$ cat src/rtl/pswallow_pkg.sv
package pswallow_pkg;
  // Modulus select level carried by the set/reset latch
  typedef enum logic {
    MOD_WIDE   = 1'b0,  // prescaler divides by P+1
    MOD_NARROW = 1'b1   // prescaler divides by P
  } modsel_e;
endpackage

$ cat src/rtl/pswallow_prescaler.sv
module pswallow_prescaler #(
  parameter int P_W = 5
) (
  input  logic           clk,
  input  logic           rst,
  input  logic [P_W-1:0] ratio_p,
  input  logic           narrow,
  output logic           tick
);
  logic [P_W-1:0] cnt;
  logic [P_W-1:0] terminal;

  // Last count of the current prescaler cycle: P-1 when narrow, P when wide
  assign terminal = narrow ? ratio_p - 1'b1 : ratio_p;
  assign tick     = (cnt == terminal);

  always_ff @(posedge clk) begin
    if (rst)       cnt <= '0;
    else if (tick) cnt <= '0;
    else           cnt <= cnt + 1'b1;
  end

  // the count never runs past the wide terminal value
  p_pre_bound_r1: assert property (@(posedge clk) disable iff (rst)
    cnt <= ratio_p);
  // every prescaler cycle restarts from zero
  p_pre_restart_r1: assert property (@(posedge clk) disable iff (rst)
    tick |=> (cnt == '0));
endmodule

$ cat src/rtl/pswallow_swallow.sv
module pswallow_swallow #(
  parameter int A_W = 5
) (
  input  logic           clk,
  input  logic           rst,
  input  logic           tick,
  input  logic           narrow,
  input  logic           clear,
  input  logic [A_W-1:0] limit,
  output logic           hit
);
  logic [A_W-1:0] cnt;

  assign hit = (cnt == limit);

  always_ff @(posedge clk) begin
    if (rst)                  cnt <= '0;
    else if (clear)           cnt <= '0;
    else if (tick && !narrow) cnt <= cnt + 1'b1;
  end

  // frozen once the latch has switched to the narrow modulus
  p_sw_frozen_r4: assert property (@(posedge clk) disable iff (rst)
    (narrow && !clear) |=> $stable(cnt));
  // never counts past the programmed swallow value
  p_sw_bound_r4: assert property (@(posedge clk) disable iff (rst)
    cnt <= limit);
endmodule

$ cat src/rtl/pswallow_program.sv
module pswallow_program #(
  parameter int N_W = 8
) (
  input  logic           clk,
  input  logic           rst,
  input  logic           tick,
  input  logic [N_W-1:0] ratio_n,
  output logic           done
);
  logic [N_W-1:0] cnt;

  assign done = tick && (cnt == ratio_n - 1'b1);

  always_ff @(posedge clk) begin
    if (rst)       cnt <= '0;
    else if (done) cnt <= '0;
    else if (tick) cnt <= cnt + 1'b1;
  end

  // count stays below N within a division cycle
  p_pg_bound_r1: assert property (@(posedge clk) disable iff (rst)
    cnt < ratio_n);
endmodule

$ cat src/rtl/pswallow_div.sv
module pswallow_div
  import pswallow_pkg::*;
#(
  parameter int P_W = 5,
  parameter int N_W = 8,
  parameter int A_W = 5
) (
  input  logic           clk,
  input  logic           rst,
  input  logic [P_W-1:0] cfg_p,
  input  logic [N_W-1:0] cfg_n,
  input  logic [A_W-1:0] cfg_a,
  output logic           fb_pulse,
  output logic           mod_ctl
);
  logic [P_W-1:0] cur_p;
  logic [N_W-1:0] cur_n;
  logic [A_W-1:0] cur_a;
  modsel_e        mod_q;
  logic           fb_q;
  logic           pre_tick;
  logic           sw_hit;
  logic           cyc_end;
  logic           narrow;

  assign narrow = (mod_q == MOD_NARROW);

  pswallow_prescaler #(.P_W(P_W)) u_pre (
    .clk(clk), .rst(rst), .ratio_p(cur_p), .narrow(narrow), .tick(pre_tick)
  );

  pswallow_swallow #(.A_W(A_W)) u_sw (
    .clk(clk), .rst(rst), .tick(pre_tick), .narrow(narrow),
    .clear(cyc_end), .limit(cur_a), .hit(sw_hit)
  );

  pswallow_program #(.N_W(N_W)) u_pg (
    .clk(clk), .rst(rst), .tick(pre_tick), .ratio_n(cur_n), .done(cyc_end)
  );

  // Configuration shadow and modulus latch (reset side has priority)
  always_ff @(posedge clk) begin
    if (rst) begin
      cur_p <= cfg_p;
      cur_n <= cfg_n;
      cur_a <= cfg_a;
      mod_q <= MOD_WIDE;
      fb_q  <= 1'b0;
    end else begin
      fb_q <= cyc_end;
      if (cyc_end) begin
        cur_p <= cfg_p;
        cur_n <= cfg_n;
        cur_a <= cfg_a;
        mod_q <= MOD_WIDE;
      end else if (sw_hit && !narrow) begin
        mod_q <= MOD_NARROW;
      end
    end
  end

  assign fb_pulse = fb_q;
  assign mod_ctl  = mod_q;

  // the loaded configuration must be legal
  p_cfg_legal_r1: assert property (@(posedge clk) disable iff (rst)
    (int'(cur_a) < int'(cur_n)) && (int'(cur_a) <= int'(cur_p)) && (int'(cur_p) >= 2));
  // feedback pulse lasts one clock
  p_one_wide_r2: assert property (@(posedge clk) disable iff (rst)
    fb_pulse |=> !fb_pulse);
  // a new cycle opens on the wide modulus
  p_start_wide_r3: assert property (@(posedge clk) disable iff (rst)
    fb_pulse |-> !mod_ctl);
  // modulus control drops only at the end of a division cycle
  p_fall_at_end_r4: assert property (@(posedge clk) disable iff (rst)
    $fell(mod_ctl) |-> $past(cyc_end));
  // shadow configuration holds between cycle boundaries
  p_cfg_hold_r6: assert property (@(posedge clk) disable iff (rst)
    (!$past(rst) && !$past(cyc_end)) |-> ($stable(cur_p) && $stable(cur_n) && $stable(cur_a)));
endmodule

$ cat config.mk
export PLATFORM = sky130hd
export DESIGN_NAME = pswallow_div
export DESIGN_NICKNAME = d
export VERILOG_FILES = /design/src/rtl/pswallow_pkg.sv /design/src/rtl/pswallow_prescaler.sv /design/src/rtl/pswallow_swallow.sv /design/src/rtl/pswallow_program.sv /design/src/rtl/pswallow_div.sv
export SDC_FILE = /design/constraint.sdc
export NUM_CORES = 1
export LEC_CHECK = 0
export BUFFER_PORTS_ARGS = -buffer_cell sky130_fd_sc_hd__buf_2
export CORE_ASPECT_RATIO = 0.7
export CORE_MARGIN = 1
export CORE_UTILIZATION = 52
export CTS_CLUSTER_DIAMETER = 150
export CTS_CLUSTER_SIZE = 14
export DETAILED_ROUTE_END_ITERATION = 8
export GPL_ROUTABILITY_DRIVEN = 0
export GPL_TIMING_DRIVEN = 0
export PLACE_DENSITY = 0.76
export SYNTH_ARGS = -nofsm -noshare
export SYNTH_HDL_FRONTEND = slang
export SYNTH_SLANG_ARGS = --single-unit
$ cat constraint.sdc
create_clock -name clk -period 2.5 [get_ports clk]
set_input_delay 0 -clock clk [delete_from_list [all_inputs] [get_ports clk]]
set_output_delay 0 -clock clk [all_outputs]
set_load 0.05 [all_outputs]
==> results of run 1 <==
## critical path, cell delays in order, from the launching register on
cell and delay (ps):
edfxtp_1 440, inv_1 80, ha_1 210, nand2b_1 170, and3b_1 220, o211ai_1 420
buf_4 210, nor2_4 40, buf_4 220, a21o_4 260
## logic make-up after synthesis
logic type | Yosys count | share of synthesized area
DFF | 38 | 0.486
and+or+nand+nor | 57 | 0.170
xor gates and xnor gates | 31 | 0.140
adders and majority gates | 5 | 0.0323
AOI/OAI and AO/OA | 36 | 0.144
muxes | 1 | 0.00517
buffers and inverters | 11 | 0.0226
## cells in the final DEF, fill, tap and decap left out, drive strengths merged, types with 2 or more instances in the layout
master and count:
buf 40, o21ai 3, a211oi 8, a31oi 5, o2111ai 2, a21oi 4, nor3 7, nand2b 4
dlygate4sd3 19, dfxtp 20, edfxtp 18, inv 6, nand2 10, or4 6, nor2 7, nor4 3
xor2 14, a21o 5, clkbuf 9, ha 5, a211o 2, nand3 11, o211ai 4, xnor2 17
a22o 2
## layout make-up
class,count,area [sq um]
inverters,6,22.5
flip-flops and latches,38,942
plain buffers,5,23.8
well taps,50,62.6
clock buffers,6,72.6
multi-input cells,133,1070
repair buffers,57,423
fillers,246,890
clock inverters,2,33.8
## state kept, by name (all words and copies together), names as in the netlist
name and flops:
cur_p 5, cur_n 8, u_pg.cnt 8, u_pre.cnt 5, cur_a 5, u_sw.cnt 5, fb_pulse 1, mod_ctl 1
## where the power goes
| group | switching (uW) | internal (uW) |
|---|---|---|
| registers | 39.8 | 691 |
| clock network | 215 | 295 |
| logic | 128 | 130 |
## stage by stage
step                      cell area [sq um]  total power [uW]  hold slack, ps
after detailed placement               2120               924             178
after CTS                              2490              1460             411
final                                  2650              1500             407
after global placement                 2120               908             176
after floorplan                        1950               868            78.5
after global routing                   2650              1550             412
## final timing paths
kind,endpoint,slack (ps)
max,cur_n[0],-10
min,cur_n[6],410
min reg2reg,u_pre.cnt[0],510
max reg2reg,cur_n[0],-10
## per-layer routing
metal | track usage | routed length (um) | part of all wire | vias up
met2 | 0.420 | 2360 | 0.48 | 82
met3 | 0.0686 | 370 | 0.076 | 6
met4 | 0.0755 | 57 | 0.012 | 0
li1 | - | - | - | 812
met5 | 0 | 0 | 0 | -
met1 | 0.325 | 2090 | 0.43 | 863
## timing repair
action                     CTS  global route
hold buffers                19             0
resized for setup            4            13
buffers inserted             6            11
gates cloned                 1             2
hold endpoints to repair    19             0
setup endpoints to repair   20            23
pin swaps                    5            10
==> flow_summary.ini, run 1 <==
[synth]
syn_area_sq_um = 1940
async_flop_share = 0
ys_types = 45
yosys.area.top_type = edfxtp_1
ys_warn_count = 0
yosysSeqAreaShare = 0.486
synth_nets = 204
synthTopCellsByCount = 20 x dfxtp_1, 18 x edfxtp_1, 17 x xnor2_1
ys_ff_latch = 38
ys.flop_type = dfxtp_1
netlist_instances = 179
synth.area.top_cells = edfxtp_1 28%, dfxtp_1 21%, xnor2_1 7.7%
synth-edff-count = 18
synth_top_area_share = 0.279
avgSynthCellArea_sq_um = 10.8
yosysMostFrequentCell = dfxtp_1

[finish]
finalCoreUtilization = 0.748
drive_above_1_share = 0.267
layout.cells.non_filler = 297
syn_to_final_growth_pct = 36.6
antenna_cells = 0
fin_nets = 271

[floorplanning]
die_y_um = 53.1
core_sq_um = 3540
pin_count = 22
initial_core_util = 0.548
rows = 18
die_w_um = 74.9
die_area_sq_um = 3980

[sta]
fin_ws_ps = -13.3
fmax_ghz = 0.398
setup_viol = 14
fin_crit_sh = 1.01
maxSlewViolCount = 0
relSlewSlack = 0.487
hold_viol = 0
tightest_slew_ps = 770
fin_skew_ps = 12.2
min_period_ps = 2510
setup_tns_ps = -116

[clock_network]
clk_pin_slew_ps = 80
cts_root_buf = clkbuf_8
clock-sinks = 38
cts_tree = built
clock_latency_ps = 300
htreeDepth = 2
numCtsBuffers = 5
cts_buffer_depth = 2

[worst_hold_path]
hp-start = cfg_n[6]
hold_depth = 2
hold_class = input pin to flop

[setup_path]
worstPathMaxFanout = 13
ff2ff_path_depth = 9
path_class = flop to flop
r2r-start = cur_p[1]
critPathLaunch = cur_p[1]
critPathRequiredTime_ps = 2550
cp.arrival_ps = 2560
critPathLaunchType = flop
cp-end-kind = flop

[global_routing]
antenna_found_initial = 0
first_global_vias = 1580
grt-ovfl-total = 0
grt_max_degree = 13
grt_use_total = 0.254
grt_pass1_wl_mm = 7.22

[drt]
firstDrtPassIters = 5
vias = 1763
drc = 0
post_drt_via_cell_ratio = 5.94
wl_per_cell_um = 16.4
first_iter_violations = 203
routed_wl_mm = 4.88
ant_nets = 0

[placement]
pre_cts_ws_ps = -358
hpwl_mm = 2.98
io_buffers = 21
placed_cells = 250

[status]
violations = negative setup slack
status = finished with violations

[power]
p_leak_uw = 0.000999
power_density_nw_per_um2 = 566
vdd_ir_drop_max_mv = 0.405

[job]
drv_cap = 0
Note: power is estimated with default switching activity, not from simulation.
==> run 2, diff against run 1 <==
Settings changed: GPL_TIMING_DRIVEN 0 to 1, TNS_END_PERCENT set to 50.
==> flow_summary.ini, run 2 (synthesized netlist as in run 1, its figures left out) <==
[drt]
vias = 1565
wl_per_cell_um = 15.6
drc = 0
routed_wl_mm = 4.38
post_drt_via_cell_ratio = 5.59
ant_nets = 0
firstDrtPassIters = 4
first_iter_violations = 129

[status]
status = finished with violations
violations = negative setup slack

[sta]
grt_setup_unrepaired = yes
hold_viol = 0
fmax_ghz = 0.391
min_period_ps = 2560
fin_crit_sh = 1.02
relSlewSlack = 0.534
hold_ws_ps = 116
maxSlewViolCount = 0
setup_viol = 18
setup_tns_ps = -284
tightest_slew_ps = 696
fin_ws_ps = -60.0
fin_skew_ps = 11.8

[setup_path]
critPathRequiredTime_ps = 2720
reg2reg_to = u_pg.cnt[6]
path_class = flop to flop
critPathLaunch = cur_p[1]
cp.arrival_ps = 2780
slowest_stage = or4_4
crit_path_max_incr_delay_ps = 600
worstPathCellList = inv_1 -> ha_1 -> nor4bb_2 -> xnor2_1 -> o211ai_1 -> or4_4 -> xor2_1 -> a211oi_1
ff2ff_path_depth = 8
r2r_slack_ps = -60
crit_end = u_pg.cnt[6]
critPathLaunchType = flop
cp-end-kind = flop
worstPathMaxFanout = 5
r2r-start = cur_p[1]

[power]
p_switching_uw = 374
vdd_ir_drop_max_mv = 0.405
power_frac_clock = 0.300
combPwrFrac = 0.162
power_density_nw_per_um2 = 555
p_sw_frac = 0.274
p_leak_uw = 0.000897
internal-power_uw = 991
seqPwrFrac = 0.537

[finish]
final_common_cell = buf_2
syn_to_final_growth_pct = 26.9
fin_nets = 254
drive_above_1_share = 0.222
fillers = 270
finalCoreUtilization = 0.695
regArea_sq_um = 942
top_regs = cur_n: 8 flops, u_pg.cnt: 8 flops
final_cell_mix = 21 x buf_2, 19 x dfxtp_1, 18 x edfxtp_1, 18 x dlygate4sd3_1, 17 x xnor2_1
final_cell_area_sq_um = 2460
multi_input_area_sq_um = 990
antenna_cells = 0

[floorplanning]
pin_count = 22
rows = 18
die_area_sq_um = 3980
core_sq_um = 3540
initial_core_util = 0.548
die_y_um = 53.1
die_w_um = 74.9

[clock_network]
numCtsBuffers = 5
cts_tree = built
cts_root_buf = clkbuf_8
clock-sinks = 38
htreeDepth = 2
cts_buffer_depth = 2
clock_latency_ps = 300
clk_pin_slew_ps = 80

[placement]
io_buffers = 21
hpwl_mm = 2.78
place_area_sq_um = 2130
pre_cts_ws_ps = -24.0

[global_routing]
grt_pass1_wl_mm = 6.72
antenna_found_initial = 0
grt_max_degree = 22
first_global_vias = 1474
grt_use_total = 0.233
grt-ovfl-total = 0

[job]
drv_cap = 0

[worst_hold_path]
hold_class = input pin to flop
## run 2: layout make-up
| class | instances | share of cell area |
|---|---|---|
| timing repair buffer | 48 | 0.145 |
| multi-input combinational | 130 | 0.403 |
| sequential | 38 | 0.383 |
| clock buffer | 5 | 0.0280 |
| inverter | 6 | 0.00916 |
| tap | 50 | 0.0254 |
| clock inverter | 3 | 0.00662 |
## run 2: metrics by stage
stage	power, uW	instances
2_1_floorplan	868	179
3_3_place_gp	912	250
3_5_place_dp	923	250
4_1_cts	1350	277
5_1_grt	1410	280
6_report	1360	280
## run 2: timing repair
action	CTS	global route
hold buffers	18	0
endpoints found under the hold margin	18	0
gates cloned	0	0
gates resized for setup	0	6
setup endpoints to repair	1	25
buffers inserted	1	3
pin swaps	0	5
## run 2: how the worst min path moves through the flow
stage              from           to  slack (ps)  cells past startpoint
2_1_floorplan       rst     fb_pulse          80                      1
3_3_place_gp   cfg_n[7]     cur_n[7]         180                      1
3_5_place_dp   cfg_a[1]     cur_a[1]         180                      1
4_1_cts             rst  u_pg.cnt[3]         120                      2
5_1_grt             rst  u_pg.cnt[4]         170                      2
6_report            rst  u_pg.cnt[3]         120                      2
## run 2: per-layer routing
layer  vias to the layer above  routed length, um  GRT usage
met4                         0                 50     0.0755
met3                         9                298     0.0571
met1                       728               1980      0.303
met2                        62               2050      0.380
met5                         -                  0          0
li1                        766                  -          -
## run 2: worst max-delay path, delay by kind of cell (launching register included)
kind / cells / cell delay (ps)
AOI/OAI and AO/OA: 2 / 450
and+or+nand+nor: 2 / 960
adders and majority gates: 1 / 180
buffers and inverters: 1 / 80
DFF: 1 / 410
xor gates and xnor gates: 2 / 410
## run 2: power groups by stage
stage | clock network, uW | logic [uW] | registers (uW)
floorplan | 0 | 134 | 734
global placement | 0 | 170 | 742
detailed placement | 0 | 179 | 743
CTS | 415 | 205 | 730
global route | 432 | 242 | 737
finish | 410 | 222 | 733
